--- config.mk ---
export PLATFORM = sky130hd
export DESIGN_NAME = nan_pick_unit
export DESIGN_NICKNAME = d
export VERILOG_FILES = /design/src/rtl/nanp_pkg.sv /design/src/rtl/nanp_classify.sv /design/src/rtl/nanp_priority.sv /design/src/rtl/nanp_quiet.sv /design/src/rtl/nan_pick_unit.sv
export SDC_FILE = /design/constraint.sdc
export NUM_CORES = 1
export LEC_CHECK = 0
export BUFFER_PORTS_ARGS = -buffer_cell sky130_fd_sc_hd__buf_2
export CAP_MARGIN = 30
export CORE_ASPECT_RATIO = 1.4
export CORE_UTILIZATION = 45
export CTS_CLUSTER_SIZE = 28
export DETAILED_ROUTE_END_ITERATION = 10
export PLACE_DENSITY_LB_ADDON = 0.2
export SYNTH_ARGS = -nofsm -noshare
export SYNTH_HDL_FRONTEND = slang
export SYNTH_HIERARCHICAL = 1
export SYNTH_SLANG_ARGS = --single-unit
--- constraint.sdc ---
create_clock -name clk -period 6.7 [get_ports clk]
set_clock_uncertainty 0.2 [all_clocks]
set_input_delay 1.005 -clock clk [delete_from_list [all_inputs] [get_ports clk]]
set_output_delay 1.005 -clock clk [all_outputs]
set_load 0.02 [all_outputs]
--- src/rtl/nanp_pkg.sv ---
package nanp_pkg;

    localparam int SP_W   = 32;
    localparam int EXP_W  = 8;
    localparam int FRAC_W = SP_W - EXP_W - 1;
    localparam int QB     = FRAC_W - 1;   // fraction MSB: quiet/signaling marker

    typedef enum logic [1:0] {
        CLS_NUM   = 2'd0,
        CLS_QUIET = 2'd1,
        CLS_SIG   = 2'd2
    } nan_cls_e;

    typedef struct packed {
        logic            vld;
        logic            inv;
        logic            pick_b;
        logic [SP_W-1:0] res;
    } nanp_state_t;

    function automatic logic [SP_W-1:0] dflt_nan(input bit sig_one, input bit alt);
        logic [SP_W-1:0] v;
        if (sig_one) begin
            v = {1'b0, {EXP_W{1'b1}}, 1'b0, {(FRAC_W-1){1'b1}}};
        end else begin
            v = {~alt, {EXP_W{1'b1}}, 1'b1, {(FRAC_W-1){1'b0}}};
        end
        return v;
    endfunction

endpackage

--- src/rtl/nanp_classify.sv ---
module nanp_classify
    import nanp_pkg::*;
#(
    parameter bit SIG_ONE = 1'b0
) (
    input  logic [SP_W-1:0] op,
    output nan_cls_e        cls
);
    localparam logic [SP_W-1:0] HI_THR = {{(EXP_W+1){1'b1}}, {(SP_W-EXP_W-1){1'b0}}};
    localparam logic [EXP_W:0]  LO_PAT = {{EXP_W{1'b1}}, 1'b0};

    logic [SP_W-1:0] shifted;
    logic            hi_test;
    logic            lo_test;
    logic            is_quiet;
    logic            is_sig;

    assign shifted = {op[SP_W-2:0], 1'b0};
    assign hi_test = (shifted >= HI_THR);
    assign lo_test = (op[SP_W-2 -: EXP_W+1] == LO_PAT) && (|op[QB-1:0]);

    generate
        if (SIG_ONE) begin : g_inverted
            assign is_quiet = lo_test;
            assign is_sig   = hi_test;
        end else begin : g_normal
            assign is_quiet = hi_test;
            assign is_sig   = lo_test;
        end
    endgenerate

    always_comb begin
        if (is_sig) begin
            cls = CLS_SIG;
        end else if (is_quiet) begin
            cls = CLS_QUIET;
        end else begin
            cls = CLS_NUM;
        end
    end

endmodule

--- src/rtl/nanp_priority.sv ---
module nanp_priority
    import nanp_pkg::*;
#(
    parameter int RULE_SET = 2
) (
    input  logic [SP_W-1:0] opa,
    input  logic [SP_W-1:0] opb,
    input  nan_cls_e        cls_a,
    input  nan_cls_e        cls_b,
    output logic            pick_b
);
    logic [SP_W-1:0] mag_a;
    logic [SP_W-1:0] mag_b;
    logic            a_larger;
    logic            a_sig;
    logic            a_qnan;
    logic            b_sig;
    logic            b_qnan;

    assign mag_a  = {opa[SP_W-2:0], 1'b0};
    assign mag_b  = {opb[SP_W-2:0], 1'b0};
    assign a_sig  = (cls_a == CLS_SIG);
    assign a_qnan = (cls_a == CLS_QUIET);
    assign b_sig  = (cls_b == CLS_SIG);
    assign b_qnan = (cls_b == CLS_QUIET);

    always_comb begin
        if (mag_a != mag_b) begin
            a_larger = (mag_a > mag_b);
        end else begin
            a_larger = (opa < opb);
        end
    end

    always_comb begin
        case (RULE_SET)
            0: begin
                if (a_sig)       pick_b = 1'b0;
                else if (b_sig)  pick_b = 1'b1;
                else if (a_qnan) pick_b = 1'b0;
                else             pick_b = 1'b1;
            end
            1: begin
                pick_b = !(a_sig || a_qnan);
            end
            default: begin
                if (a_sig) begin
                    if (b_sig) pick_b = !a_larger;
                    else       pick_b = b_qnan;
                end else if (a_qnan) begin
                    if (b_sig || !b_qnan) pick_b = 1'b0;
                    else                  pick_b = !a_larger;
                end else begin
                    pick_b = 1'b1;
                end
            end
        endcase
    end

endmodule

--- src/rtl/nanp_quiet.sv ---
module nanp_quiet
    import nanp_pkg::*;
#(
    parameter bit SIG_ONE     = 1'b0,
    parameter bit ALT_DEFAULT = 1'b0
) (
    input  logic [SP_W-1:0] op,
    input  logic            is_sig,
    output logic [SP_W-1:0] res
);
    localparam logic [SP_W-1:0] DEF_NAN = dflt_nan(SIG_ONE, ALT_DEFAULT);
    localparam logic [SP_W-1:0] Q_MASK  = {{(SP_W-FRAC_W){1'b0}}, 1'b1, {(FRAC_W-1){1'b0}}};

    generate
        if (SIG_ONE) begin : g_replace
            assign res = is_sig ? DEF_NAN : op;
        end else begin : g_setbit
            assign res = is_sig ? (op | Q_MASK) : op;
        end
    endgenerate

endmodule

--- src/rtl/nan_pick_unit.sv ---
module nan_pick_unit
    import nanp_pkg::*;
#(
    parameter int RULE_SET    = 2,
    parameter bit SIG_ONE     = 1'b0,
    parameter bit ALT_DEFAULT = 1'b0
) (
    input  logic            clk,
    input  logic            rst,
    input  logic            in_valid,
    input  logic [SP_W-1:0] opa,
    input  logic [SP_W-1:0] opb,
    input  logic            dflt_mode,
    output logic            out_valid,
    output logic [SP_W-1:0] out_nan,
    output logic            out_invalid,
    output logic            out_pick_b
);
    localparam logic [SP_W-1:0] DEF_NAN = dflt_nan(SIG_ONE, ALT_DEFAULT);

    nan_cls_e        cls_a;
    nan_cls_e        cls_b;
    logic            sel_b;
    logic [SP_W-1:0] chosen;
    logic            chosen_sig;
    logic [SP_W-1:0] quieted;
    nanp_state_t     st_d;
    nanp_state_t     st_q;

    nanp_classify #(.SIG_ONE(SIG_ONE)) u_cls_a (.op(opa), .cls(cls_a));
    nanp_classify #(.SIG_ONE(SIG_ONE)) u_cls_b (.op(opb), .cls(cls_b));

    nanp_priority #(.RULE_SET(RULE_SET)) u_prio (
        .opa    (opa),
        .opb    (opb),
        .cls_a  (cls_a),
        .cls_b  (cls_b),
        .pick_b (sel_b)
    );

    assign chosen     = sel_b ? opb : opa;
    assign chosen_sig = sel_b ? (cls_b == CLS_SIG) : (cls_a == CLS_SIG);

    nanp_quiet #(.SIG_ONE(SIG_ONE), .ALT_DEFAULT(ALT_DEFAULT)) u_quiet (
        .op     (chosen),
        .is_sig (chosen_sig),
        .res    (quieted)
    );

    always_comb begin
        st_d     = st_q;
        st_d.vld = in_valid;
        if (in_valid) begin
            st_d.inv    = (cls_a == CLS_SIG) || (cls_b == CLS_SIG);
            st_d.pick_b = sel_b;
            st_d.res    = dflt_mode ? DEF_NAN : quieted;
        end
    end

    always_ff @(posedge clk) begin
        if (rst) begin
            st_q.vld <= 1'b0;
            st_q.inv <= 1'b0;
        end else begin
            st_q <= st_d;
        end
    end

    assign out_valid   = st_q.vld;
    assign out_invalid = st_q.inv;
    assign out_pick_b  = st_q.pick_b;
    assign out_nan     = st_q.res;

endmodule

## Yosys cells after proc, flatten, opt, wreduce, memory -nomap -nowiden

Index checks and enable logic that the tools add are counted.

| word-level totals | value |
|---|---|
| flip-flop bits (word level) | 35 |
| bits of input ports | 68 |
| output and inout port bits | 35 |
| logic and storage cells | 38 |

| operators by class | value |
|---|---|
| order comparisons | 4 |
| equality and inequality tests | 7 |
| multiplexer cells | 11 |
| bitwise gates (word level) | 1 |
| reduce and logical (&&, ||, !) cells | 10 |

Operator list:

| operator | count |
|---|---|
| >= comparator 32 bit, second input constant | 2 |
| OR reduction 22 bit | 2 |
| greater-than comparator 32 bit | 1 |
| less-than comparator 32 bit | 1 |
| two-way mux 32 bit | 1 |
| != test 31 bit | 1 |
| == test 9 bit, second input constant | 2 |
| two-way mux 1 bit | 8 |
| == test 2 x 1 -> 1 bit, second input constant | 2 |
| == test 2 bit, second input constant | 2 |
| two-way mux 2 bit | 2 |
| logical AND 1 bit | 2 |
| logical NOT 1 bit | 2 |
| logical OR 1 bit | 2 |
| AND reduction 2 bit | 1 |
| OR reduction 2 bit | 1 |
| NOT 1 bit | 1 |

## Longest topological paths before layout

| logic depth | value |
|---|---|
| word-level depth | 11 |
| gate-level depth with buffers | 14 |
| depth with buffers taken out | 12 |

## Hierarchy

Netlist, hierarchy kept.

Modules (own cells, without submodules):

| module | instances | cells each | area each (sq um) | seq. area each (sq um) |
|---|---|---|---|---|
| nan_pick_unit | 1 | 113 | 1843.0 | 1031.0 |
| nanp_priority | 1 | 130 | 965.9 | 0.0 |
| nanp_quiet | 1 | 32 | 239.0 | 0.0 |
| nanp_classify | 2 | 13 | 83.8 | 0.0 |

## Least setup slack after synthesis

Ideal clock, no wire load.

| timing | value |
|---|---|
| path kind | input-to-reg |
| start point | in opa[6] |
| end point | reg st_q (netlist bit out_nan[22]), data pin |
| setup time | 262 ps |
| arrival | 3520 ps |
| data required time | 6238 ps |
| setup slack | 2718 ps |
| cell stages on the path | 11 |
| path buffers | 3 |
| cells stage by stage | or4_1 -> o41a_1 -> buf_4 -> nand2b_1 -> a221oi_2 -> nor2_1 -> buf_6 -> buf_12 -> mux2_4 -> or2_1 -> or2_2 |

| on the way | value |
|---|---|
| elaborated cells on any way between the ends | 19 |
| those cells by class | 3 x order compare; 3 x eq/ne; 9 x mux; 4 x reduce/logical |

RTL lines:

| item | RTL line | text |
|---|---|---|
| start: declaration | nan_pick_unit.sv:11 | `input logic [SP_W-1:0] opa,` |
| OR reduction 22 bit (*) | nanp_classify.sv:20 | `assign lo_test = (op[SP_W-2 -: EXP_W+1] == LO_PAT) && (\|op[QB-1:0]);` |
| logical AND 1 bit (*) | nanp_classify.sv:20 |  |
| named net u_cls_a.is_sig | nanp_classify.sv:16 | `logic is_sig;` |
| two-way mux 2 bit (*) | nanp_classify.sv:33 | `if (is_sig) begin` |
| named net cls_a[1] | nan_pick_unit.sv:21 | `nan_cls_e cls_a;` |
| == test 2 x 1 -> 1 bit | nanp_priority.sv:23 | `assign a_qnan = (cls_a == CLS_QUIET);` |
| two-way mux 1 bit | nanp_priority.sv:50 | `end else if (a_qnan) begin` |
| two-way mux 1 bit (*) | nanp_priority.sv:47 | `if (a_sig) begin` |
| named net sel_b | nan_pick_unit.sv:23 | `logic sel_b;` |
| two-way mux 32 bit (*) | nan_pick_unit.sv:41 | `assign chosen = sel_b ? opb : opa;` |
| named net chosen[22] | nan_pick_unit.sv:24 | `logic [SP_W-1:0] chosen;` |
| end signal: assignment | nan_pick_unit.sv:65 | `st_q <= st_d;` |
| end: declaration | nan_pick_unit.sv:28 | `nanp_state_t st_q;` |

Mark *: on every way through the listed nets, which the timed path passes. The rest lies on a longest branch.
A chain may end at the register's enable or synchronous reset.

## Worst setup path after layout

| timing | value |
|---|---|
| start point | in opb[16] |
| end point | reg st_q (netlist bit out_nan[31]), data pin |

| on the way | value |
|---|---|
| word-level cells in the longest chain between the ends | 10 |
| elaborated cells on any way between the ends | 19 |
| those cells by class | 3 x order compare; 3 x eq/ne; 8 x mux; 5 x reduce/logical |

Ends and longest elaborated chain:

| item | RTL line | text |
|---|---|---|
| start: declaration | nan_pick_unit.sv:12 | `input logic [SP_W-1:0] opb,` |
| OR reduction 22 bit (*) | nanp_classify.sv:20 |  |
| logical AND 1 bit (*) | nanp_classify.sv:20 |  |
| two-way mux 2 bit (*) | nanp_classify.sv:33 |  |
| named net cls_b[1] | nan_pick_unit.sv:22 | `nan_cls_e cls_b;` |
| == test 2 x 1 -> 1 bit | nanp_priority.sv:25 | `assign b_qnan = (cls_b == CLS_QUIET);` |
| logical NOT 1 bit | nanp_priority.sv:51 | `if (b_sig \|\| !b_qnan) pick_b = 1'b0;` |
| logical OR 1 bit | nanp_priority.sv:51 |  |
| two-way mux 1 bit | nanp_priority.sv:51 |  |
| two-way mux 1 bit | nanp_priority.sv:50 |  |
| two-way mux 1 bit (*) | nanp_priority.sv:47 |  |
| named net sel_b | nan_pick_unit.sv:23 |  |
| two-way mux 32 bit (*) | nan_pick_unit.sv:41 |  |
| named net chosen[31] | nan_pick_unit.sv:24 |  |

Marked as above.

==> summary.md <==
| Metric | Value |
|---|---|
| Die Y | `102 um` |
| DRC Markers | `0` |
| Post-synthesis sequential area ratio | `32.1%` |
| R2R Path Start | `out_invalid$_SDFFE_PP0P_` |
| Post-synthesis xor/xnor area fraction | `0%` |
| Commonest non-fill, non-tap cell in the layout | `buf_2` |
| Cts hold-fix bufs | `0` |
| CTS Sinks | `35` |
| Internal power | `0.394 mW` |
| Final min period | `roughly 4500 ps` |
| First-pass GRT wire length | `around 11 mm` |
| Clk slew on worst S/H paths | `roughly 70 ps` |
| CTS Buf Count | `5` |
| GR Overflow Total | `0` |
| EDFF count, synth | `33` |
| Clock tree buffer depth | `2` |
| Met1 Use GR | `21.5%` |
| CP Class | `input port to flop` |
| Worst hold path type | `flop to flop` |
| Worst-skew pair later-pin latency | `around 280 ps` |
| Max-Cap Viols | `0` |
| Synth Area in Adders | `12.5%` |
| H-tree depth | `2` |
| Distinct cells, synth | `44` |
| Largest cells by area after synthesis | `edfxtp_1 (31%), mux2_4 (14%), ha_1 (12%)` |
| Post-Syn Instances | `301` |
| Pre-CTS setup slack | `about 2000 ps` |
| Post-DRT Antenna Nets | `0` |
| Outcome | `finished clean` |
| Vias per cell | `between 5 and 6` |
| Slew @ Worst Pin | `825 ps` |
| Largest family of logic cells by synthesized area | `simple AND/OR/NAND/NOR gates` |
| Dpl hpwl | `5.69 mm` |
| Hold path cells | `2` |
| Global routing's busiest layer | `met2` |
| Routed len/inst | `between 10 and 15 um` |
| Share of async-settable or async-resettable flops after synthesis | `0%` |
| Worst R2R Path Depth | `2` |
| First DRT Iteration DRCs | `approximately 60` |
| Fraction of layout cells with a size suffix above 1 | `approximately 43%` |
| CTS tree | `done` |
| Fraction of synthesized area in multiplexers | `approximately 15%` |
| Synthesized flop and latch total | `35` |
| Area fraction in compound gates after synthesis | `7.47%` |
| P_sw | `approximately 0.16 mW` |
| Critical Path End Type | `flop` |
| Arr. time, crit path | `approximately 4300 ps` |
| Syn_nets | `401` |
| Resized cells post-CTS | `0` |
| GR Util All Layers | `19.4%` |
| Syn-to-layout area delta | `12.6%` |
| GR Util met3 | `between 2 and 3%` |
| Die width | `about 73 um` |
| Largest net degree at the start of global routing | `34` |
| Worst Setup Slack, final | `2240 ps` |
| Vias post-DR | `between 2000 and 2500` |
| Post-synth top area share | `a little over 30%` |
| Initial antenna violation count | `0` |
| Critical Path Start Type | `input port` |
| Routed WL | `approximately 6.9 mm` |
| ANT cells | `0` |
| Worst-path maximum fanout | `22` |
| Simple-gate share of the synthesized area | `about a fifth` |
| Sequential power share | `46.3%` |
| Gate power share | `27.5%` |
| Post CTS Setup Buffer Count | `0` |
| RSZ-0062 raised after global routing | `no` |
| Switching Fraction | `between 20% and 30%` |
| Synth Flop Type | `edfxtp_1` |
| Fin util | `between 50% and 60%` |
| I/O pins | `103` |
| Highest clock rate | `0.224 GHz` |
| Vias in the first global route | `between 2000 and 2500` |
| Syn Area/Cell | `~11 um^2` |
| Final Hold Fails | `0` |
| Std cell rows | `36` |
| Gp weighted congestion | `between 0.8 and 0.9` |
| Leakage power | `1.77 nW` |
| Required @ worst endpoint | `roughly 6500 ps` |
| Slew Viols, Final | `0` |
| Synthesized area | `approximately 3200 um^2` |
| WHS Endpoint | `out_invalid$_SDFFE_PP0P_` |
| Clock network power share | `roughly a quarter` |
| R2R Path End | `out_invalid$_SDFFE_PP0P_` |
| Final nets | `472` |
| Max_slew headroom | `~45%` |
| Final period utilization | `roughly two thirds` |
| Port Buf Inserts | `roughly 100` |
| Flop-to-flop setup slack | `a little under 6000 ps` |
| Cell Pwr Density | `about 150 nW/um^2` |
| Total die area | `about 7500 um^2` |
| CTS Root Cell | `clkbuf_8` |
| Synth Warn # | `6` |
| Yosys top cell by area | `edfxtp_1` |
| Max VDD drop | `around 60 uV` |
| Highest-count cells in the layout ignoring fill and taps | `buf_2 (102), inv_1 (35), edfxtp_1 (33)` |
| First-pass detailed-route iteration total | `4` |
| Setup violations, final | `0` |
| Final setup TNS | `0 ps` |
| Initial core utilization | `a little under half` |
| Hold wc startpoint | `out_invalid$_SDFFE_PP0P_` |
| Core area | `6940 um^2` |
| Met2 Use GR | `about 37%` |
==> cells in the mapped netlist (3+ instances only) <==
cell type and number:
buf_4 33, nand2_1 4, ha_1 32, inv_1 35
nand2b_1 3, a21oi_1 14, nor2_1 5, edfxtp_1 33
or2_2 10, nor4_1 9, mux2_2 3, nand3_1 8
nor2b_1 17, and2b_1 10, mux2_4 29, nand4_1 11
clkbuf_1 3, buf_12 3, nor3_1 5
==> worst max-delay path, stage by stage <==
cell and delay (ps):
buf_2 110, nor4_1 460, nand4_1 210, o41a_1 380
nor2b_1 160, or3b_1 160, o22ai_1 120, nor2_4 640
buf_4 390, mux2_2 360, or2_2 260
==> metrics by stage <==
stage | hold WS, ps | std cells | power (mW) | instance area, um^2
after floorplan | 363 | 301 | 0.371 | 3220
after detailed placement | 314 | 460 | 0.417 | 3540
final | 319 | 468 | 0.557 | 3620
after CTS | 323 | 468 | 0.562 | 3620
after global placement | 290 | 460 | 0.415 | 3540
after global routing | 353 | 468 | 0.589 | 3620
==> metal layers <==
metal | part of all wire, % | vias to the layer above
li1 | - | 1199
met2 | 54 | 71
met1 | 39 | 1129
met3 | 4.4 | 14
met5 | 0 | -
met4 | 2.2 | 0
==> cell families after synthesis <==
| kind of cell | after synthesis |
|---|---|
| DFF | 35 |
| AOI/OAI and AO/OA | 34 |
| buffers and inverters | 75 |
| muxes | 33 |
| adders and majority gates | 32 |
| and+or+nand+nor | 92 |
==> final cells by class <==
class / instances / area (um^2)
Sequential cell: 35 / 1030
Tap cell: 95 / 119
Clock inverter: 2 / 8.76
Clock buffer: 6 / 72.6
Timing Repair Buffer: 104 / 526
Inverter: 35 / 131
Fill cell: 689 / 3320
Multi-Input combinational cell: 191 / 1730
==> power by group through the flow <==
stage          clock [mW]  combinational, mW  sequential, mW
2_1_floorplan           0             0.0881           0.283
3_3_place_gp            0              0.151           0.263
3_5_place_dp            0              0.154           0.263
4_1_cts             0.149              0.154           0.259
5_1_grt             0.159              0.171           0.260
6_report            0.146              0.153           0.258
==> worst max path at each step <==
| stage | from | slack (ps) | endpoint |
|---|---|---|---|
| 6_report | opb[16] | 2240 | out_nan[31]$_SDFFCE_PP1P_ |
| 5_1_grt | opb[16] | 2030 | out_nan[31]$_SDFFCE_PP1P_ |
| 4_1_cts | opb[16] | 2250 | out_nan[31]$_SDFFCE_PP1P_ |
| 3_5_place_dp | opb[16] | 1950 | out_nan[31]$_SDFFCE_PP1P_ |
| 3_3_place_gp | opb[16] | 2040 | out_nan[31]$_SDFFCE_PP1P_ |
| 2_1_floorplan | opa[6] | 2720 | out_nan[22]$_SDFFCE_PP1P_ |
==> state kept, by name, summed over array words and instances (netlist names) <==
register / count
out_nan: 32
out_invalid: 1
out_pick_b: 1
out_valid: 1
(Power assumes the default switching activity.)
